## src/rtl/xlate_pkg.sv

```systemverilog
package xlate_pkg;
  // Strobes from the control unit to the entry storage.
  typedef struct packed {
    logic clrAll;  // drop every entry
    logic clrPid;  // drop entries of the named process
    logic wrEn;    // write the chosen way of the fill set
  } xlStrobe_t;
endpackage

```

## src/rtl/xlate_ctrl.sv

```systemverilog
module xlate_ctrl
  import xlate_pkg::*;
#(
  parameter int WAYS = 4,
  parameter int SETS = 4,
  localparam int IDX_W = $clog2(SETS),
  localparam int PTR_W = $clog2(WAYS)
) (
  input  logic             clk,
  input  logic             rst_n,
  input  logic             fillValid,
  input  logic             flushAll,
  input  logic             flushPidValid,
  input  logic [IDX_W-1:0] fillSet,
  input  logic [WAYS-1:0]  fillSetValid,
  input  logic [WAYS-1:0]  fillMatch,
  output xlStrobe_t        strobe,
  output logic [WAYS-1:0]  wrWay
);
  logic [PTR_W-1:0] rrPtr [SETS];

  // Flushes win over fills.
  always_comb begin
    strobe.clrAll = flushAll;
    strobe.clrPid = flushPidValid && !flushAll;
    strobe.wrEn   = fillValid && !flushAll && !flushPidValid;
  end

  // Victim choice: matching way, then lowest invalid way, then round robin.
  always_comb begin
    logic found;
    found = 1'b0;
    wrWay = '0;
    for (int w = 0; w < WAYS; w++) begin
      if (fillMatch[w] && !found) begin
        wrWay[w] = 1'b1;
        found    = 1'b1;
      end
    end
    for (int w = 0; w < WAYS; w++) begin
      if (!fillSetValid[w] && !found) begin
        wrWay[w] = 1'b1;
        found    = 1'b1;
      end
    end
    if (!found) wrWay[rrPtr[fillSet]] = 1'b1;
  end

  for (genvar s = 0; s < SETS; s++) begin : gPtr
    always_ff @(posedge clk) begin
      if (!rst_n) begin
        rrPtr[s] <= '0;
      end else if (strobe.wrEn && fillSet == IDX_W'(s)) begin
        rrPtr[s] <= (rrPtr[s] == PTR_W'(WAYS - 1)) ? '0 : rrPtr[s] + 1'b1;
      end
    end
  end
endmodule

```

## src/rtl/xlate_store.sv

```systemverilog
module xlate_store
  import xlate_pkg::*;
#(
  parameter int VA_W       = 14,
  parameter int PA_W       = 12,
  parameter int OFF_W      = 6,
  parameter int WAYS       = 4,
  parameter int SETS       = 4,
  parameter int PID_W      = 4,
  parameter int PID_TAGGED = 1,
  localparam int VPN_W = VA_W - OFF_W,
  localparam int PPN_W = PA_W - OFF_W,
  localparam int IDX_W = $clog2(SETS),
  localparam int TAG_W = VPN_W - IDX_W
) (
  input  logic             clk,
  input  logic             rst_n,
  input  xlStrobe_t        strobe,
  input  logic [WAYS-1:0]  wrWay,
  input  logic             lookupValid,
  input  logic [VA_W-1:0]  lookupVa,
  input  logic [PID_W-1:0] lookupPid,
  input  logic [VPN_W-1:0] fillVpn,
  input  logic [PID_W-1:0] fillPid,
  input  logic [PPN_W-1:0] fillPpn,
  input  logic [PID_W-1:0] flushPid,
  output logic [IDX_W-1:0] fillSet,
  output logic [WAYS-1:0]  fillSetValid,
  output logic [WAYS-1:0]  fillMatch,
  output logic             respValid,
  output logic             respHit,
  output logic [PA_W-1:0]  respPa
);
  logic [SETS-1:0][WAYS-1:0]             validArr;
  logic [SETS-1:0][WAYS-1:0][TAG_W-1:0]  tagArr;
  logic [SETS-1:0][WAYS-1:0][PPN_W-1:0]  ppnArr;
  logic [SETS-1:0][WAYS-1:0][PID_W-1:0]  pidArr;

  logic [TAG_W-1:0] fillTag;
  assign fillSet = fillVpn[IDX_W-1:0];
  assign fillTag = fillVpn[VPN_W-1:IDX_W];

  for (genvar s = 0; s < SETS; s++) begin : gSet
    for (genvar w = 0; w < WAYS; w++) begin : gWay
      logic             vQ;
      logic [TAG_W-1:0] tQ;
      logic [PPN_W-1:0] pQ;
      logic [PID_W-1:0] idQ;
      logic             sel;
      logic             pidHitFlush;
      assign sel         = (fillSet == IDX_W'(s)) && wrWay[w];
      assign pidHitFlush = (PID_TAGGED == 0) || (idQ == flushPid);

      always_ff @(posedge clk) begin
        if (!rst_n)                              vQ <= 1'b0;
        else if (strobe.clrAll)                  vQ <= 1'b0;
        else if (strobe.clrPid && pidHitFlush)   vQ <= 1'b0;
        else if (strobe.wrEn && sel)             vQ <= 1'b1;
      end

      always_ff @(posedge clk) begin
        if (strobe.wrEn && sel) begin
          tQ <= fillTag;
          pQ <= fillPpn;
        end
      end

      if (PID_TAGGED != 0) begin : gPid
        always_ff @(posedge clk) begin
          if (strobe.wrEn && sel) idQ <= fillPid;
        end
      end else begin : gNoPid
        assign idQ = '0;
      end

      assign validArr[s][w] = vQ;
      assign tagArr[s][w]   = tQ;
      assign ppnArr[s][w]   = pQ;
      assign pidArr[s][w]   = idQ;
    end
  end

  // Lookup compare in the indexed set.
  logic [IDX_W-1:0] lkSet;
  logic [TAG_W-1:0] lkTag;
  logic [WAYS-1:0]  lkMatch;
  logic [PPN_W-1:0] lkPpn;
  assign lkSet = lookupVa[OFF_W+IDX_W-1:OFF_W];
  assign lkTag = lookupVa[VA_W-1:OFF_W+IDX_W];

  always_comb begin
    lkPpn = '0;
    for (int w = 0; w < WAYS; w++) begin
      lkMatch[w] = validArr[lkSet][w] && (tagArr[lkSet][w] == lkTag) &&
                   ((PID_TAGGED == 0) || (pidArr[lkSet][w] == lookupPid));
      fillSetValid[w] = validArr[fillSet][w];
      fillMatch[w] = validArr[fillSet][w] && (tagArr[fillSet][w] == fillTag) &&
                     ((PID_TAGGED == 0) || (pidArr[fillSet][w] == fillPid));
      if (lkMatch[w]) lkPpn = lkPpn | ppnArr[lkSet][w];
    end
  end

  always_ff @(posedge clk) begin
    if (!rst_n) begin
      respValid <= 1'b0;
      respHit   <= 1'b0;
      respPa    <= '0;
    end else begin
      respValid <= lookupValid;
      respHit   <= lookupValid && (|lkMatch);
      respPa    <= (lookupValid && (|lkMatch)) ? {lkPpn, lookupVa[OFF_W-1:0]} : '0;
    end
  end
endmodule

```

## src/rtl/xlate_buf.sv

```systemverilog
module xlate_buf
  import xlate_pkg::*;
#(
  parameter int VA_W       = 14,
  parameter int PA_W       = 12,
  parameter int OFF_W      = 6,
  parameter int WAYS       = 4,
  parameter int SETS       = 4,
  parameter int PID_W      = 4,
  parameter int PID_TAGGED = 1,
  localparam int VPN_W = VA_W - OFF_W,
  localparam int PPN_W = PA_W - OFF_W,
  localparam int IDX_W = $clog2(SETS)
) (
  input  logic             clk,
  input  logic             rst_n,
  input  logic             lookupValid,
  input  logic [VA_W-1:0]  lookupVa,
  input  logic [PID_W-1:0] lookupPid,
  input  logic             fillValid,
  input  logic [VPN_W-1:0] fillVpn,
  input  logic [PID_W-1:0] fillPid,
  input  logic [PPN_W-1:0] fillPpn,
  input  logic             flushAll,
  input  logic             flushPidValid,
  input  logic [PID_W-1:0] flushPid,
  output logic             respValid,
  output logic             respHit,
  output logic [PA_W-1:0]  respPa
);
  xlStrobe_t        strobe;
  logic [WAYS-1:0]  wrWay;
  logic [IDX_W-1:0] fillSet;
  logic [WAYS-1:0]  fillSetValid;
  logic [WAYS-1:0]  fillMatch;

  xlate_ctrl #(.WAYS(WAYS), .SETS(SETS)) u_ctrl (
    .clk(clk), .rst_n(rst_n), .fillValid(fillValid), .flushAll(flushAll),
    .flushPidValid(flushPidValid), .fillSet(fillSet), .fillSetValid(fillSetValid),
    .fillMatch(fillMatch), .strobe(strobe), .wrWay(wrWay)
  );

  xlate_store #(
    .VA_W(VA_W), .PA_W(PA_W), .OFF_W(OFF_W), .WAYS(WAYS), .SETS(SETS),
    .PID_W(PID_W), .PID_TAGGED(PID_TAGGED)
  ) u_store (
    .clk(clk), .rst_n(rst_n), .strobe(strobe), .wrWay(wrWay),
    .lookupValid(lookupValid), .lookupVa(lookupVa), .lookupPid(lookupPid),
    .fillVpn(fillVpn), .fillPid(fillPid), .fillPpn(fillPpn), .flushPid(flushPid),
    .fillSet(fillSet), .fillSetValid(fillSetValid), .fillMatch(fillMatch),
    .respValid(respValid), .respHit(respHit), .respPa(respPa)
  );
endmodule

```

## config.mk

```make
export PLATFORM = sky130hd
export DESIGN_NAME = xlate_buf
export DESIGN_NICKNAME = d
export VERILOG_FILES = /design/src/rtl/xlate_pkg.sv /design/src/rtl/xlate_ctrl.sv /design/src/rtl/xlate_store.sv /design/src/rtl/xlate_buf.sv
export SDC_FILE = /design/constraint.sdc
export NUM_CORES = 1
export LEC_CHECK = 0
export BUFFER_PORTS_ARGS = -buffer_cell sky130_fd_sc_hd__buf_2
export CAP_MARGIN = 15
export CORE_ASPECT_RATIO = 0.5
export CORE_MARGIN = 2
export CORE_UTILIZATION = 55
export DETAILED_ROUTE_END_ITERATION = 10
export GPL_ROUTABILITY_DRIVEN = 0
export MAX_ROUTING_LAYER = met4
export PLACE_DENSITY = 0.79
export SLEW_MARGIN = 20
export SYNTH_ARGS = -nofsm -noshare
export SYNTH_HDL_FRONTEND = slang
export SYNTH_SLANG_ARGS = --single-unit
```

## constraint.sdc

```tcl
create_clock -name clk -period 12.05 [get_ports clk]
set_clock_uncertainty 0.1 [all_clocks]
set_input_delay 2.41 -clock clk [delete_from_list [all_inputs] [get_ports clk]]
set_output_delay 2.41 -clock clk [all_outputs]
set_load 0.05 [all_outputs]
```

* Word level (Yosys, flattened, before mapping)
Memories as Yosys holds them, arrays and structs flattened.
Cells that the tools add are included.
W data, S select, Z words.
** Cells by class
- $add $sub $neg :: 4
- $lt $le $gt $ge :: 4
- Equal/unequal tests :: 39
- Mux-type cells :: 57
- Bitwise operators :: 9
- Reductions and logical operators :: 112
** Operators with widths (number)
- $bmux W24 S2 :: 3
- $eq A4 B4 Y1 :: 24
- $logic_and A1 B1 Y1 :: 80
- $mux W24 :: 3
- $bmux W16 S2 :: 2
- $eq A6 B6 Y1 :: 8
- $reduce_or A3 Y1 :: 16
- $mux W16 :: 2
- $mux W1 :: 29
- $mux W6 :: 4
- $or A6 B6 Y6 :: 3
- $bmux W4 S2 :: 2
- $mux W2 :: 8
- $logic_not A1 Y1 :: 13
- $eq A2 B2 Y1 const B :: 6
- $mux W4 :: 3
- $lt A2 B3 Y1 const B :: 3
- $add A2 B1 Y2 const B :: 4
- $or A1 B1 Y1 :: 4
- $or A4 B4 Y4 :: 1
- $reduce_or A4 Y1 :: 1
- $demux W1 S2 :: 1
- $eq A2 B1 Y1 const B :: 1
- $ge A2 B1 Y1 const B :: 1
- 3 further kinds :: 3
** Word-level totals
- Register bits after elaboration :: 286
- RAM bits :: 8
- Output and inout bits :: 14
- Word-level logic and storage cells :: 293
- Memories :: 1
** Memory list
- u_ctrl.rrPtr :: depth 4, bits a word 2, rd ports 5, clocked after memory_dff 0, write ports 4, line xlate_ctrl.sv:20 : logic [PTR_W-1:0] rrPtr [SETS];

* Longest topological paths before layout
- Depth after elaboration :: 31
- Depth in mapped cells :: 12
- Mapped depth without buffers :: 7

* Cells and area by module
Synthesis repeated with hierarchy kept, for this count alone.
** Second synthesis, totals
- Cells, all modules :: 883
- Area, all modules :: 14157.3 µm²
** Modules (own cells, without submodules)
- xlate_store :: times used 1, cells an instance 824, area each 13506.7 µm², sequential area each 8287.9 µm²
- xlate_ctrl :: times used 1, cells an instance 59, area each 650.6 µm², sequential area each 240.2 µm²

* Worst setup path after synthesis
Ideal clock, no wire load.
- Path kind :: input -> register
- Start point :: input fillVpn[0]
- End point :: register u_store.gSet[0].gWay[3].idQ[0], enable pin
- Arrival :: 5.087 ns
- Data required time :: 11.562 ns
- Setup slack :: 6.474 ns
- Stages on the path :: 9
- Cell sequence :: buf_6 -> buf_12 -> mux4_1 -> xor2_1 -> a2111oi_4 -> a21oi_1 -> or3b_1 -> buf_6 -> nor2_1
** Between the ends
- Longest elaborated chain between the ends :: 31
- Elaborated cells on any way between the ends :: 61
- Those cells by class :: 2 x order compare; 8 x eq/ne; 19 x mux; 1 x bitwise; 30 x reduce/logical; 1 x memory
** RTL lines
- from (decl) :: line xlate_buf.sv:21 : input logic [VPN_W-1:0] fillVpn,
- $bmux W24 S2 :: line xlate_store.sv:97 : fillMatch[w] = validArr[fillSet][w] && (tagArr[fillSet][w] == fillTag) &&
- $mux W24 (not written as such) :: line xlate_store.sv:97
- $eq A6 B6 Y1 :: line xlate_store.sv:97
- $logic_and A1 B1 Y1 (2 in series) :: line xlate_store.sv:97
- $mux W1 :: line xlate_ctrl.sv:35 : if (fillMatch[w] && !found) begin
- $logic_not A1 Y1 :: line xlate_ctrl.sv:35
- $logic_and A1 B1 Y1 :: line xlate_ctrl.sv:35
- $mux W1 :: line xlate_ctrl.sv:35
- (+14 left out)
- $mux W1 :: line xlate_ctrl.sv:41 : if (!fillSetValid[w] && !found) begin
- $logic_not A1 Y1 :: line xlate_ctrl.sv:41
- $logic_and A1 B1 Y1 :: line xlate_ctrl.sv:41
- $mux W1 :: line xlate_ctrl.sv:41
- $or A4 B4 Y4 (no line)
- $mux W4 :: line xlate_ctrl.sv:46 : if (!found) wrWay[rrPtr[fillSet]] = 1'b1;
- $logic_and A1 B1 Y1 (*) :: line xlate_store.sv:51 : assign sel = (fillSet == IDX_W'(s)) && wrWay[w];
- $logic_and A1 B1 Y1 (*) :: line xlate_store.sv:70 : if (strobe.wrEn && sel) idQ <= fillPid;
- to (signal assigned) :: line xlate_store.sv:70
- to (decl) :: line xlate_store.sv:48 : logic [PID_W-1:0] idQ;
Every way passes the cells marked *; elsewhere a longest branch is shown, timed or not. The select of a mux whose other input is x is not followed.
A chain may end at the register's enable or synchronous reset.

* Worst setup path after layout
- Start point :: input lookupVa[6]
- End point :: register u_store.respPa[6]
** Between the ends
- Longest elaborated chain between the ends :: 12
- Elaborated cells on any way between the ends :: 34
- Those cells by class :: 8 x eq/ne; 12 x mux; 3 x bitwise; 11 x reduce/logical
** RTL lines
- from (decl) :: line xlate_buf.sv:18 : input logic [VA_W-1:0] lookupVa,
- $bmux W24 S2 :: line xlate_store.sv:94 : lkMatch[w] = validArr[lkSet][w] && (tagArr[lkSet][w] == lkTag) &&
- $mux W24 (not written as such) :: line xlate_store.sv:94
- $eq A6 B6 Y1 :: line xlate_store.sv:94
- $logic_and A1 B1 Y1 (2 in series) :: line xlate_store.sv:94
- $mux W6 :: line xlate_store.sv:99 : if (lkMatch[w]) lkPpn = lkPpn | ppnArr[lkSet][w];
- $or A6 B6 Y6 :: line xlate_store.sv:99
- $mux W6 :: line xlate_store.sv:99
- $or A6 B6 Y6 :: line xlate_store.sv:99
- $mux W6 :: line xlate_store.sv:99
- $or A6 B6 Y6 :: line xlate_store.sv:99
- $mux W6 :: line xlate_store.sv:99
- to (signal assigned) :: line xlate_store.sv:111 : respPa <= (lookupValid && (|lkMatch)) ? {lkPpn, lookupVa[OFF_W-1:0]} : '0;
- to (decl) :: line xlate_store.sv:32 : output logic [PA_W-1:0] respPa
Several ways; a longest one is shown, not always the timed one. The select of a mux whose other input is x is not followed.

==> summary.md <==
| Metric | Value |
|---|---|
| Status | finished, final reports clean |
| Top cells by area, synth | edfxtp_1, mux4_2, xor2_1 |
| Syn avg cell area | 16.4 um^2 |
| # H-tree levels | 1 |
| VDD IR-drop max | 103 uV |
| Rel. slew slack | 27.2% |
| Cell internal pwr | 1.64 mW |
| Die Ht | 118 um |
| Clk pwr share | 39.5% |
| IO Port Bufs | 59 |
| Power per Cell Area | 136 nW/um^2 |
| Initial core utilization | 56.4% |
| # IOs | 60 |
| Nets | 967 |
| Post-synthesis net count | 925 |
| Leak | 5.16 nW |
| Vias/cell | 6.56 |
| Fillers | 1803 |
| First DRT Iteration DRCs | 1081 |
| Num CTS Buffers | 26 |
| #FFs+latches synth | 294 |
| Final WS setup | 5.70 ns |
| Number of library cell types mapped by synthesis | 63 |
| Total Die Area | 27400 um^2 |
| CP Launch Type | primary input |
| First-pass GRT wire length | 52100 um |
| Drt total wl | 34100 um |
| Comb power frac | 7.9% |
| Worst-Skew Late Latency | 0.56 ns |
| Main flop type after synthesis | edfxtp_1 |
| Max cap viols | 0 |
| Post_cts resized | 0 |
| Vias in the first global route | 8343 |
| ANT cells | 0 |
| Area share of the leading cell type in the synthesized netlist | 55.3% |
| Post-layout util | 61.6% |
| Mapped cell area | 14300 um^2 |
| Final Cycle Share | 52.7% |
| WS Path Type | primary input to flop |
| # hold bufs at CTS | 0 |
| Worst Hold Class | flop to flop |
| Worst-path clk slew | 0.07 ns |
| Slew Limit Fails | 0 |
| Dpl ws | 5.01 ns |
| Core ar. | 25400 um^2 |
| Post-route ant nets | 0 |
| CP required | 12.39 ns |
| Peak Freq | 0.157 GHz |
| RSZ-0062 raised after global routing | no |
| Initial antenna violation count | 0 |
| DRT Pass-1 Iters | 6 |
| Final setup viols | 0 |
| Die X | 232 um |
| Setup crit end kind | flop |
| Row cnt | 41 |
| Crit-path max FO | 37 |
| Reg power frac | 52.6% |
| Share of layout cells above drive strength 1 | 23.1% |
| Yosys top cell by area | edfxtp_1 |
| Number of remaining DRC errors | 0 |
| Seq/Total Area, Yosys | 59.5% |
| DP HPWL | 22100 um |
| Post-synth EDFFs | 264 |
| Vias | 8402 |
| Clock Path Buffers | 3 |
| Total track usage | 26.3% |
| Yosys warns | 0 |
| Most frequent cells in the layout | edfxtp_1, xor2_1, mux4_2 |
| Switching Share | 22.7% |
| Fin crit period | 6.35 ns |
| P&R area growth vs syn | 9.21% |
| # Post-CTS Setup Buffers | 0 |
| Setup TNS | 0 ns |
| TritonCTS clock tree | yes |
| Cells after Synth | 875 |
| Worst-Margin Slew | 1.09 ns |
| Async SR Flop Fraction | 0% |
| Total gr overflow | 0 |
| Clock root buffer | clkbuf_16 |
| CP arrival | 6.69 ns |
| Commonest non-fill, non-tap cell in the layout | edfxtp_1 |
| Avg WL per Cell | 26.6 um |
| Hold Fails Final Rpt | 0 |
| Pin count of the biggest net entering global routing | 69 |
| Sink Count | 294 |
| Psw | 0.482 mW |
-- path summary, 6_finish.rpt --
| kind | startpoint | to | slack, ns | depth (start not counted) |
|---|---|---|---|---|
| max | lookupVa[6] | u_store.respPa[6] | 5.70 | 9 |
| min | u_store.gSet[3].gWay[1].vQ | u_store.gSet[3].gWay[1].vQ | 0.39 | 2 |
| max reg2reg | u_store.gSet[1].gWay[3].tQ[5] | u_store.gSet[1].gWay[3].pQ[0] | 8.30 | 7 |
| min reg2reg | u_store.gSet[3].gWay[1].vQ | u_store.gSet[3].gWay[1].vQ | 0.39 | 2 |
-- routing by layer --
layer	vias to the layer above	track usage, %	wire length [um]
li1	3535	-	-
met1	4340	38.6	14400
met2	467	38.6	15500
met3	60	5.19	3480
met4	0	5.53	690
met5	-	-	0
-- through the flow --
step                      instances  total power, mW  instance area, um^2  hold WS [ns]
after CTS                      1281             2.13                15700         0.382
after floorplan                 875             1.26                14300         0.333
final                          1281             2.13                15700         0.385
after global routing           1281             2.18                15700         0.401
after detailed placement       1233             1.31                14800         0.371
after global placement         1233             1.30                14800         0.354
-- critical path: stages --
cell and delay [ns]:
buf_4 0.55, buf_4 0.72, mux4_2 0.61, xnor2_1 0.35, nand4_1 0.27, nor3_2 0.67
nor4_1 0.11, nor2b_1 0.60, a21boi_0 0.37
-- registers in the layout, indices dropped and copies added, names as in the netlist --
register	flops
u_store.gSet.gWay.idQ	64
u_store.gSet.gWay.pQ	96
u_ctrl.rrPtr	8
u_store.respValid	1
u_store.gSet.gWay.vQ	16
u_store.respHit	1
u_store.gSet.gWay.tQ	96
u_store.respPa	12
-- power groups by stage --
stage / Sequential [mW] / Clock [mW] / Combinational [mW]
5_1_grt: 1.12 / 0.888 / 0.179
3_5_place_dp: 1.14 / 0 / 0.165
2_1_floorplan: 1.14 / 0 / 0.120
6_report: 1.12 / 0.841 / 0.167
3_3_place_gp: 1.14 / 0 / 0.162
4_1_cts: 1.12 / 0.846 / 0.166
-- cell type report --
cell class | count | area [um^2] | area share (%)
inverter | 6 | 22.5 | 0.144
tap | 344 | 430 | 2.75
clock inverter | 15 | 153 | 0.975
multi-input combinational | 512 | 5380 | 34.4
clock buffer | 33 | 707 | 4.52
timing repair buffer | 77 | 435 | 2.78
sequential | 294 | 8530 | 54.5
-- Yosys cell counts (2+ instances only) --
master / instances
a2111oi_4: 2
a21boi_0: 3
a21boi_1: 3
a21oi_1: 6
a221oi_1: 3
a22oi_1: 12
a311oi_1: 4
a31o_2: 2
a31oi_1: 14
a41oi_1: 4
and2_1: 7
buf_1: 6
buf_12: 5
buf_2: 9
buf_4: 3
buf_6: 9
clkbuf_1: 31
dfxtp_1: 30
edfxtp_1: 264
ha_1: 4
inv_1: 5
mux2_2: 2
mux2i_1: 37
mux4_1: 20
mux4_2: 75
nand2_1: 35
nand2b_1: 5
nand3_1: 11
nand4_1: 12
nor2_1: 25
nor2_2: 2
nor2b_1: 3
nor3_1: 20
nor3_2: 4
nor3b_1: 2
nor4_1: 2
nor4b_1: 7
o211ai_1: 2
o21ai_0: 10
o21ai_2: 4
o221ai_1: 2
xnor2_1: 74
xor2_1: 75
-- cell families (layout without fill, tap and decap cells) --
logic type	count (synthesis)	after routing	synth area share, %
muxes	134	134	18.2
AOI/OAI and AO/OA	83	83	4.50
and+or+nand+nor	142	142	5.36
xor gates and xnor gates	149	149	9.10
adders and majority gates	4	4	0.349
DFF	294	294	59.5
buffers and inverters	69	131	3.00
No activity file was read; power rests on OpenSTA's default activity.
